File: src/rtl/ect_pkg.sv
package ect_pkg;

    localparam int WORD_W      = 32;
    localparam int FIXED_WORDS = 3;

    localparam logic [WORD_W-1:0] CHIP_ID_WORD = 32'hC002_2D15;
    localparam logic [WORD_W-1:0] BREAK_WORD   = 32'hC0DE_0000;
    localparam logic [WORD_W-1:0] ERR_WORD     = 32'hC0DE_0000;
    localparam logic [WORD_W-1:0] END_WORD     = 32'h0000_0000;

    localparam logic [7:0] KIND_PEEK   = 8'h02;
    localparam logic [7:0] KIND_BUSENG = 8'h03;

    // Word offsets that accept the break word
    localparam int BREAK_TAP_A = 0;
    localparam int BREAK_TAP_B = 4;

    typedef enum logic [2:0] {
        RG_ID,
        RG_PEEK,
        RG_BUSENG,
        RG_ENGINE,
        RG_END,
        RG_ERR
    } region_e;

    typedef struct packed {
        logic       more;
        logic [6:0] rsvd;
        logic [7:0] slots;
        logic [3:0] ver;
        logic [7:0] kind;
        logic [3:0] crc;
    } desc_t;

    function automatic desc_t make_desc(input logic       more,
                                        input logic [7:0] slots,
                                        input logic [3:0] ver,
                                        input logic [7:0] kind,
                                        input logic [3:0] crc);
        desc_t d;
        d.more  = more;
        d.rsvd  = '0;
        d.slots = slots;
        d.ver   = ver;
        d.kind  = kind;
        d.crc   = crc;
        return d;
    endfunction

    localparam desc_t PEEK_DESC   = make_desc(1'b1, 8'h01, 4'h1, KIND_PEEK,   4'hC);
    localparam desc_t BUSENG_DESC = make_desc(1'b1, 8'h01, 4'h5, KIND_BUSENG, 4'hA);

endpackage

File: src/rtl/ect_addr_decode.sv
module ect_addr_decode
    import ect_pkg::*;
#(
    parameter int NUM_ENG = 4,
    parameter int WIDX_W  = 8,
    parameter int IDX_W   = 2
) (
    input  logic [WIDX_W-1:0] widx,
    input  logic              aligned,
    output region_e           region,
    output logic [IDX_W-1:0]  eng_idx
);

    localparam int END_IDX = FIXED_WORDS + NUM_ENG;

    always_comb begin
        region  = RG_ERR;
        eng_idx = '0;
        if (aligned) begin
            if (int'(widx) == 0) begin
                region = RG_ID;
            end else if (int'(widx) == 1) begin
                region = RG_PEEK;
            end else if (int'(widx) == 2) begin
                region = RG_BUSENG;
            end else if (int'(widx) < END_IDX) begin
                region  = RG_ENGINE;
                eng_idx = IDX_W'(int'(widx) - FIXED_WORDS);
            end else if (int'(widx) == END_IDX) begin
                region = RG_END;
            end
        end
    end

endmodule

File: src/rtl/ect_read_mux.sv
module ect_read_mux
    import ect_pkg::*;
#(
    parameter int NUM_ENG   = 4,
    parameter int ENG_SLOTS = 4,
    parameter int IDX_W     = 2
) (
    input  logic                      rd_en,
    input  region_e                   region,
    input  logic [IDX_W-1:0]          eng_idx,
    input  logic [ENG_SLOTS*WORD_W-1:0] eng_desc,
    output logic [WORD_W-1:0]         rd_data
);

    logic [WORD_W-1:0] desc_arr [ENG_SLOTS];
    logic [WORD_W-1:0] eng_word;
    logic [WORD_W-1:0] sel_word;

    for (genvar g = 0; g < ENG_SLOTS; g++) begin : g_unpack
        assign desc_arr[g] = eng_desc[g*WORD_W +: WORD_W];
    end

    if (NUM_ENG == 0) begin : g_no_eng
        logic unused_ok;
        assign unused_ok = ^{eng_idx, desc_arr[0]};
        assign eng_word  = '0;
    end else begin : g_eng
        always_comb begin
            eng_word = '0;
            for (int i = 0; i < ENG_SLOTS; i++) begin
                if (int'(eng_idx) == i) eng_word = desc_arr[i];
            end
        end
    end

    always_comb begin
        unique case (region)
            RG_ID:     sel_word = CHIP_ID_WORD;
            RG_PEEK:   sel_word = PEEK_DESC;
            RG_BUSENG: sel_word = BUSENG_DESC;
            RG_ENGINE: sel_word = eng_word;
            RG_END:    sel_word = END_WORD;
            default:   sel_word = ERR_WORD;
        endcase
        rd_data = rd_en ? sel_word : '0;
    end

endmodule

File: src/rtl/ect_break_detect.sv
module ect_break_detect
    import ect_pkg::*;
#(
    parameter int WIDX_W = 8
) (
    input  logic              clk,
    input  logic              rst,
    input  logic              wr_en,
    input  logic              aligned,
    input  logic [WIDX_W-1:0] widx,
    input  logic [WORD_W-1:0] wr_data,
    output logic              bus_rst
);

    logic tap_hit;
    logic fire;

    assign tap_hit = (int'(widx) == BREAK_TAP_A) || (int'(widx) == BREAK_TAP_B);
    assign fire    = wr_en && aligned && tap_hit && (wr_data == BREAK_WORD);

    always_ff @(posedge clk) begin
        if (rst) bus_rst <= 1'b0;
        else     bus_rst <= fire;
    end

endmodule

File: src/rtl/eng_cfg_table.sv
module eng_cfg_table
    import ect_pkg::*;
#(
    parameter int NUM_ENG = 4,
    parameter int ADDR_W  = 10,
    localparam int ENG_SLOTS = (NUM_ENG > 0) ? NUM_ENG : 1
) (
    input  logic                        clk,
    input  logic                        rst,
    input  logic [ADDR_W-1:0]           addr,
    input  logic                        rd_en,
    input  logic                        wr_en,
    input  logic [31:0]                 wr_data,
    output logic [31:0]                 rd_data,
    output logic                        ready,
    input  logic [ENG_SLOTS*32-1:0]     eng_desc,
    output logic                        bus_rst
);

    localparam int WIDX_W = ADDR_W - 2;
    localparam int IDX_W  = (ENG_SLOTS > 1) ? $clog2(ENG_SLOTS) : 1;

    logic [WIDX_W-1:0] widx;
    logic              aligned;
    region_e           region;
    logic [IDX_W-1:0]  eng_idx;

    assign widx    = addr[ADDR_W-1:2];
    assign aligned = (addr[1:0] == 2'b00);
    assign ready   = rd_en | wr_en;

    ect_addr_decode #(
        .NUM_ENG (NUM_ENG),
        .WIDX_W  (WIDX_W),
        .IDX_W   (IDX_W)
    ) u_decode (
        .widx    (widx),
        .aligned (aligned),
        .region  (region),
        .eng_idx (eng_idx)
    );

    ect_read_mux #(
        .NUM_ENG   (NUM_ENG),
        .ENG_SLOTS (ENG_SLOTS),
        .IDX_W     (IDX_W)
    ) u_rmux (
        .rd_en    (rd_en),
        .region   (region),
        .eng_idx  (eng_idx),
        .eng_desc (eng_desc),
        .rd_data  (rd_data)
    );

    ect_break_detect #(
        .WIDX_W (WIDX_W)
    ) u_brk (
        .clk     (clk),
        .rst     (rst),
        .wr_en   (wr_en),
        .aligned (aligned),
        .widx    (widx),
        .wr_data (wr_data),
        .bus_rst (bus_rst)
    );

endmodule

File: config.mk
export PLATFORM = sky130hd
export DESIGN_NAME = eng_cfg_table
export DESIGN_NICKNAME = d
export VERILOG_FILES = /design/src/rtl/ect_pkg.sv /design/src/rtl/ect_addr_decode.sv /design/src/rtl/ect_read_mux.sv /design/src/rtl/ect_break_detect.sv /design/src/rtl/eng_cfg_table.sv
export SDC_FILE = /design/constraint.sdc
export NUM_CORES = 1
export LEC_CHECK = 0
export CORE_AREA = 2 2 80 82
export CTS_CLUSTER_DIAMETER = 30
export DETAILED_ROUTE_END_ITERATION = 8
export DIE_AREA = 0 0 82 84
export GPL_TIMING_DRIVEN = 0
export PLACE_DENSITY = 0.82
export SYNTH_ARGS = -nofsm -noshare
export SYNTH_HDL_FRONTEND = slang
export SYNTH_SLANG_ARGS = --single-unit
File: constraint.sdc
create_clock -name clk -period 5.66 [get_ports clk]
set_clock_uncertainty 0.15 [all_clocks]
set_input_delay 0.566 -clock clk [delete_from_list [all_inputs] [get_ports clk]]
set_output_delay 0.566 -clock clk [all_outputs]
set_load 0.02 [all_outputs]
After elaboration in Yosys (flattened, before gate mapping)
Index checks and enable logic that the tools add are counted.

$add $sub $neg: 1. Magnitude comparators: 1. Equal/unequal tests: 12. Muxes and demuxes: 17. Bitwise operators: 1. Reduce and logical (&&, ||, !) cells: 8.

Operators by type and width (count): $mux 32 (5); $pmux 32 s5 (1); $eq 32x32->1 const B (1); $eq 8x4->1 const B (2); $mux 3 (5); $mux 2 (5); $eq 8x2->1 const B (1); $eq 8x3->1 const B (1); $logic_not 8->1 (1); $lt 8x3->1 const B (1); $eq 3x2->1 const B (2); $eq 2x2->1 const B (2); $logic_not 2->1 (2); $eq 3x1->1 const B (1); $eq 3x3->1 const B (1); $logic_and 1x1->1 (3); $logic_not 3->1 (1); $eq 2x1->1 const B (1); $sub 2x2->2 const B (1); $logic_or 1x1->1 (1); $mux 1 (1); $or 1x1->1 (1).

Bits in registers: 1. Input bits: 174. Output and inout port bits: 34.

Logic depth before layout (Yosys ltp)
Gate-level depths: netlist of the first run.

Word-level depth: 13. Mapped depth: 10.

Hierarchy
From an unflattened synthesis of the first run, not the netlist that was laid out.

Cell total of the unflattened synthesis: 161. Area total of the unflattened synthesis: 1580.3 sq um.

By module, submodules not included: ect_read_mux (times used 1, cells an instance 122, area each 1275.0 sq um, sequential area each 0.0 sq um); ect_addr_decode (times used 1, cells an instance 20, area each 153.9 sq um, sequential area each 0.0 sq um); ect_break_detect (times used 1, cells an instance 17, area each 141.4 sq um, sequential area each 20.0 sq um); eng_cfg_table (times used 1, cells an instance 2, area each 10.0 sq um, sequential area each 0.0 sq um).

Worst setup path before layout of the first run
Ideal clock, no wire load.

Kind: in2out. Start: in addr[2]. End: out rd_data[30]. Data arrival time: 2.997 ns. Required time: 4.944 ns. Setup slack: 1.947 ns. Cell stages on the path: 8. Buffers on the path: 1. Cell sequence: clkbuf_1 -> inv_1 -> ha_1 -> or3_4 -> a2111oi_4 -> nand3_2 -> o2bb2ai_1 -> a221o_1.

Longest elaborated chain between the ends: 13. Elaborated cells between the ends (all ways): 32. Classes of those cells: 1 x add/sub; 1 x order compare; 10 x eq/ne; 17 x mux; 3 x reduce/logical.

Ends and longest elaborated chain: start, declared (line eng_cfg_table.sv:10) `input logic [ADDR_W-1:0] addr,`; $lt 8x3->1 or $sub 2x2->2 (tied branches) (line ect_addr_decode.sv:26, ect_addr_decode.sv:28); $mux 2 (line ect_addr_decode.sv:26) `end else if (int'(widx) < END_IDX) begin`; $mux 2 (line ect_addr_decode.sv:24) `end else if (int'(widx) == 2) begin`; $mux 2 (line ect_addr_decode.sv:22) `end else if (int'(widx) == 1) begin`; $mux 2 (line ect_addr_decode.sv:20) `if (int'(widx) == 0) begin`; $mux 2 (line ect_addr_decode.sv:19) `if (aligned) begin`; $logic_not 2->1 (line ect_read_mux.sv:31) `if (int'(eng_idx) == i) eng_word = desc_arr[i];`; $mux 32 (4 in series) (line ect_read_mux.sv:31); $pmux 32 s5 * (line ect_read_mux.sv:37) `unique case (region)`; $mux 32 * (line ect_read_mux.sv:45) `rd_data = rd_en ? sel_word : '0;`; end, declared (line eng_cfg_table.sv:14) `output logic [31:0] rd_data,`.

Every way passes the cells marked *; elsewhere a longest branch is shown, timed or not.

Final worst setup path of the first run
Start: in addr[2]. End: out rd_data[27].

Same word-level chain as after synthesis.

==> impl_metrics.py, run 1 <==
metrics = {
    "floorplan": {
        "die_w_um": 82,
        "coreArea_um2": 6096,
        "num_rows": 29,
        "start_util_pct": 23.81,
        "die_area_um2": 6888,
        "io_pins": 208,
        "die_y_um": 84,
    },
    "finish": {
        "largest_reg_flops": 1,
        "fillers": 576,
        "reg_top3": "u_brk.bus_rst (1)",
        "areaGrowthSynthToFinish_pct": 149.1,
        "final_cells": 503,
        "fin_util_pct": 59.32,
        "n_antenna_cell": 0,
        "drive_gt1_share_pct": 5.164,
        "final_area_um2": 3616,
        "nets": 606,
        "regMostFlops": "u_brk.bus_rst",
    },
    "critical_path": {
        "crit_slowest_cell": "a2111oi_4",
        "critical_path_class": "in2out",
        "cp_num_buf_inv": 5,
        "crit_chain": "clkdlybuf4s50_1, clkbuf_1, inv_1, ha_1, or3_4, a2111oi_4, nand3_2, clkbuf_1, a22oi_1, nor2_1, clkdlybuf4s50_1",
        "crit_path_start_kind": "input port",
        "critPathTopFamily": "buffers and inverters",
        "path_max_fanout": 10,
        "cp_data_required_time_ns": 4.94,
        "crit_path_end_kind": "primary output",
        "max_stage_delay_ns": 0.63,
        "arrival_ns": 4.58,
    },
    "global_routing": {
        "antenna_found_initial": 0,
        "grt_max_degree": 11,
        "grt_pass1_wl_um": 12500,
        "use_met3_pct": 3.030,
        "grt_use_total_pct": 22.48,
        "grt_use_met2_pct": 43.39,
        "gr-max-usage-layer": "met2",
        "grt_pass1_vias": 2762,
        "grt-ovfl-total": 0,
        "grt_use_met1_pct": 25.54,
    },
    "run": {
        "maxCapViolations": 0,
    },
    "pwr": {
        "power_frac_seq_pct": 3.3,
        "power.total_mw": 0.2159,
        "clockPowerShare_pct": 0,
        "switching_power_mw": 0.06529,
        "power.internal_mw": 0.1506,
        "vdd_drop_max_v": 0.00003988,
        "p_leak_nw": 1.275,
        "pwr_density_cell_nw_per_um2": 59.71,
        "p_comb_share_pct": 96.7,
        "swShare_pct": 30.24,
    },
    "logic_synthesis": {
        "syn-num-nets": 398,
        "synth_edf_count": 0,
        "syn_area_um2": 1451,
        "yosysSeqAreaShare_pct": 1.379,
        "netlist_top_cells_area": "a22oi_1 (9.8%), mux2_2 (9.3%), a22o_1 (6.6%), nor2_1 (6.5%), o211ai_1 (6.2%)",
        "yosysWarnings": 0,
        "async_flop_share_pct": 0,
        "syn-instance-count": 220,
        "ys.flop_type": "dfxtp_1",
        "synth.avg_cell_area_um2": 6.597,
        "synth_top_cell_by_area": "a22oi_1",
        "netlist.area_leader.share_pct": 9.828,
        "ys_seq_elements": 1,
        "synthDistinctLibCells": 42,
    },
    "clocking": {
        "path_clk_slew_ns": 0,
        "cts_setup_buffers": 0,
    },
    "sta": {
        "relSlewSlack_pct": 42.82,
        "rsz0062_at_grt": "false",
        "max_freq_ghz": 0.1890,
        "hold_violations": 0,
        "final_max_slew_viol_count": 0,
        "setup_viol": 0,
        "finalCriticalPeriod_ns": 5.291,
        "layout_setup_ws_ns": 0.3686,
        "finalSetupTns_ns": 0,
        "whs_ns": 1.055,
        "worst_slew_pin_slew_ns": 0.8512,
        "min_period_over_period_pct": 93.49,
    },
    "routing": {
        "routed_wl_um": 8282,
        "vias": 2645,
        "drtPass1Iterations": 4,
        "ant_nets": 0,
        "drc": 0,
        "routedWlPerCell_um": 16.47,
        "via_per_inst": 5.258,
        "drt_iter0_markers": 104,
    },
    "placement": {
        "gp_congestion": 0.8516,
        "dp_hpwl_um": 7182,
        "place_area_um2": 3610,
        "port_buffers": 206,
        "dp.cells": 503,
        "post-place-ws_ns": 0.2820,
    },
    "hold_path": {
        "holdCritStartpoint": "wr_data[15]",
        "hold_class": "in2reg",
        "min_to": "u_brk.bus_rst",
        "min_path_cells": 4,
    },
    "run_status": {
        "status": "complete, no violations",
    },
}
## worst max path at each step
stage	from	end	slack (ns)	cells after the start
6_report	addr[2]	rd_data[27]	0.37	11
5_1_grt	addr[2]	rd_data[21]	0.02	11
4_1_cts	addr[2]	rd_data[17]	0.28	10
3_5_place_dp	addr[2]	rd_data[23]	0.28	10
3_3_place_gp	addr[2]	rd_data[23]	0.34	10
2_1_floorplan	addr[2]	rd_data[30]	1.95	8
## power groups by stage
stage	Combinational (mW)	Sequential (mW)	Clock (mW)
finish	0.209	0.00719	0
global route	0.223	0.00719	0
CTS	0.208	0.00719	0
detailed placement	0.208	0.00719	0
global placement	0.203	0.00719	0
floorplan	0.0656	0.00719	0
## synthesized netlist by cell type (4+ instances only)
library cell  number
a21oi_1            5
a221o_1            7
a22o_1            11
a22oi_1           19
clkbuf_1          13
ha_1               4
inv_1              4
mux2_2            12
nand2_1           21
nand4_1            4
nor2_1            25
nor3_1             5
nor4_1             6
o211ai_1          12
o21ai_1           14
o22ai_1           12
o2bb2ai_1          7
## layer usage
metal / share of wire [%] / vias up
met3: 8.3 / 12
met2: 53 / 145
met4: 1.8 / 0
met1: 37 / 1191
li1: - / 1297
met5: 0 / -
## cell type report
| class | count | area, um^2 | area share (%) |
|---|---|---|---|
| Inverter | 4 | 15.01 | 0.4152 |
| Timing Repair Buffer | 206 | 2062 | 57.02 |
| Sequential cell | 1 | 20.02 | 0.5536 |
| Tap cell | 77 | 96.34 | 2.664 |
| Multi-Input combinational cell | 198 | 1355 | 37.47 |
| Buffer | 17 | 67.56 | 1.869 |
## placed cells by master (no fill, tap or decap), drive strengths merged, types with 5 or more instances in the layout
cell	instances
clkbuf	13
o22ai	12
o2bb2ai	7
mux2	12
o211ai	12
nand4	5
a22o	11
nor3	6
a21oi	5
nor4	6
clkdlybuf4s50	206
a22oi	19
nor2	25
o21ai	16
a221o	7
nand2	21
## cells by family after synthesis
family	share of synthesized area (%)
simple gates	30.60
mux	9.310
flops	1.379
fa+ha+maj	3.448
buf+inv	5.689
compound gates	49.57
## timing repair
item / in CTS / in global routing
endpoints found under the hold margin: 0 / 0
setup endpoints to repair: 0 / 7
gates resized for setup: 0 / 1
hold buffers: 0 / 0
(Power assumes the default switching activity.)
==> inputs of run 2 (changes only) <==
CAP_MARGIN = 20   (was unset)
CORE_AREA = 2 2 81 83   (was 2 2 80 82)
CTS_BUF_LIST = sky130_fd_sc_hd__clkbuf_2   (was unset)
CTS_CLUSTER_SIZE = 25   (was unset)
DIE_AREA = 0 0 83 85   (was 0 0 82 84)
PLACE_DENSITY = 0.8   (was 0.82)
==> run 2 against run 1 <==
Compared with the run above:
- combinational power is essentially flat
- via count shrank 0.76%
- power shrank 0.45%
- routed wire length shrank 1.5%
- critical path depth is the same
- die area grew 2.4%
- global-route usage shrank 0.92 points
- setup slack lost 0.050 ns
- sequential cell count is the same
- sequential power is essentially flat
- maximum frequency shrank 0.93%
==> impl_metrics.py, run 2 (synthesis results as in run 1) <==
metrics = {
    "finish": {
        "regMostFlops": "u_brk.bus_rst",
        "fillers": 571,
        "n_antenna_cell": 0,
        "drive_gt1_share_pct": 5.164,
        "final_cells": 503,
        "final_area_um2": 3616,
        "areaGrowthSynthToFinish_pct": 149.1,
        "largest_reg_flops": 1,
        "layout_common_cells": "clkdlybuf4s50_1 (206), nor2_1 (25), nand2_1 (21), a22oi_1 (19), o21ai_1 (14)",
        "nets": 606,
        "reg_top3": "u_brk.bus_rst (1)",
        "final_common_cell": "clkdlybuf4s50_1",
    },
    "critical_path": {
        "crit_path_end_kind": "primary output",
        "arrival_ns": 4.63,
        "path_max_fanout": 10,
        "critical_path_class": "in2out",
        "cp_data_required_time_ns": 4.94,
        "startpoint": "addr[2]",
        "crit_path_start_kind": "input port",
    },
    "global_routing": {
        "antenna_found_initial": 0,
        "grt_pass1_vias": 2653,
        "grt_use_total_pct": 21.56,
        "grt_pass1_wl_um": 12830,
        "grt_max_degree": 11,
        "grt-ovfl-total": 0,
    },
    "clocking": {
        "cts_setup_buffers": 0,
        "path_clk_slew_ns": 0,
        "ctsHoldBuffers": 0,
    },
    "placement": {
        "dp_hpwl_um": 7081,
        "gp_congestion": 0.9005,
        "port_buffers": 206,
        "dp.cells": 503,
        "place_area_um2": 3610,
        "post-place-ws_ns": 0.3102,
    },
    "pwr": {
        "power.internal_mw": 0.1505,
        "p_leak_nw": 1.275,
        "p_comb_share_pct": 96.7,
        "clockPowerShare_pct": 0,
        "pwr_density_cell_nw_per_um2": 59.45,
        "power_frac_seq_pct": 3.3,
        "switching_power_mw": 0.06448,
        "swShare_pct": 30.00,
        "vdd_drop_max_v": 0.00004482,
    },
    "routing": {
        "vias": 2625,
        "routedWlPerCell_um": 16.22,
        "routed_wl_um": 8159,
        "drtPass1Iterations": 4,
        "via_per_inst": 5.219,
        "drc": 0,
        "drt_iter0_markers": 86,
        "ant_nets": 0,
    },
    "sta": {
        "min_period_over_period_pct": 94.37,
        "finalCriticalPeriod_ns": 5.341,
        "rsz0062_at_grt": "false",
        "layout_setup_ws_ns": 0.3187,
        "setup_viol": 0,
        "hold_violations": 0,
        "max_freq_ghz": 0.1872,
        "worst_slew_pin_slew_ns": 0.8614,
        "finalSetupTns_ns": 0,
        "relSlewSlack_pct": 42.13,
        "final_max_slew_viol_count": 0,
    },
    "floorplan": {
        "die_y_um": 85,
        "die_area_um2": 7055,
        "die_w_um": 83,
        "coreArea_um2": 6205,
        "num_rows": 29,
        "start_util_pct": 23.39,
        "io_pins": 208,
    },
    "hold_path": {
        "holdCritStartpoint": "wr_data[10]",
        "min_to": "u_brk.bus_rst",
        "min_path_cells": 4,
        "hold_class": "in2reg",
    },
    "run_status": {
        "status": "complete, no violations",
    },
    "run": {
        "maxCapViolations": 0,
    },
}
-- run 2: area by class of cell --
type | instances | area, um^2 | area share, %
buffer | 17 | 67.56 | 1.869
inverter | 4 | 15.01 | 0.4152
multi-input combinational | 198 | 1355 | 37.47
sequential | 1 | 20.02 | 0.5536
tap | 77 | 96.34 | 2.664
timing repair buffer | 206 | 2062 | 57.02
-- run 2: worst max path at each step --
stage	to	cells after the start	slack, ns
2_1_floorplan	rd_data[30]	8	1.95
3_3_place_gp	rd_data[19]	10	0.35
3_5_place_dp	rd_data[19]	10	0.31
4_1_cts	rd_data[19]	10	0.29
5_1_grt	rd_data[26]	11	0.01
6_report	rd_data[26]	11	0.32
-- run 2: power by group through the flow --
stage / sequential, mW / combinational (mW) / clock [mW]
floorplan: 0.00719 / 0.0656 / 0
global placement: 0.00719 / 0.202 / 0
detailed placement: 0.00719 / 0.206 / 0
CTS: 0.00719 / 0.208 / 0
global route: 0.00719 / 0.223 / 0
finish: 0.00719 / 0.208 / 0
-- run 2: per-layer routing --
layer	vias up	global-route usage [%]	share of wire, %
met5	-	0	0
met4	0	0.7452	0.28
li1	1294	-	-
met1	1204	25.12	39
met3	2	3.307	6.7
met2	125	43.33	54
-- run 2: worst max-delay path, cell delays in order --
cell             delay [ns]
clkdlybuf4s50_1        0.52
clkbuf_1               0.39
inv_1                  0.21
ha_1                   0.32
or3_4                  0.44
a2111oi_4              0.61
nand3_2                0.35
clkbuf_1               0.33
a22oi_1                0.24
nor2_1                 0.08
clkdlybuf4s50_1        0.56
-- run 2: timing repair --
item,4_1_cts,5_1_grt
hold endpoints to repair,0,0
resized for setup,0,1
setup endpoints to repair,0,7
-- run 2: metrics by stage --
stage / power [mW] / util, % / hold WS (ns)
floorplan: 0.07282 / - / 0.5688
global placement: 0.2096 / 58.18 / 1.048
detailed placement: 0.2136 / 58.18 / 1.060
CTS: 0.2147 / 58.18 / 1.060
global route: 0.2301 / 58.28 / 1.089
finish: 0.2150 / 58.28 / 1.055
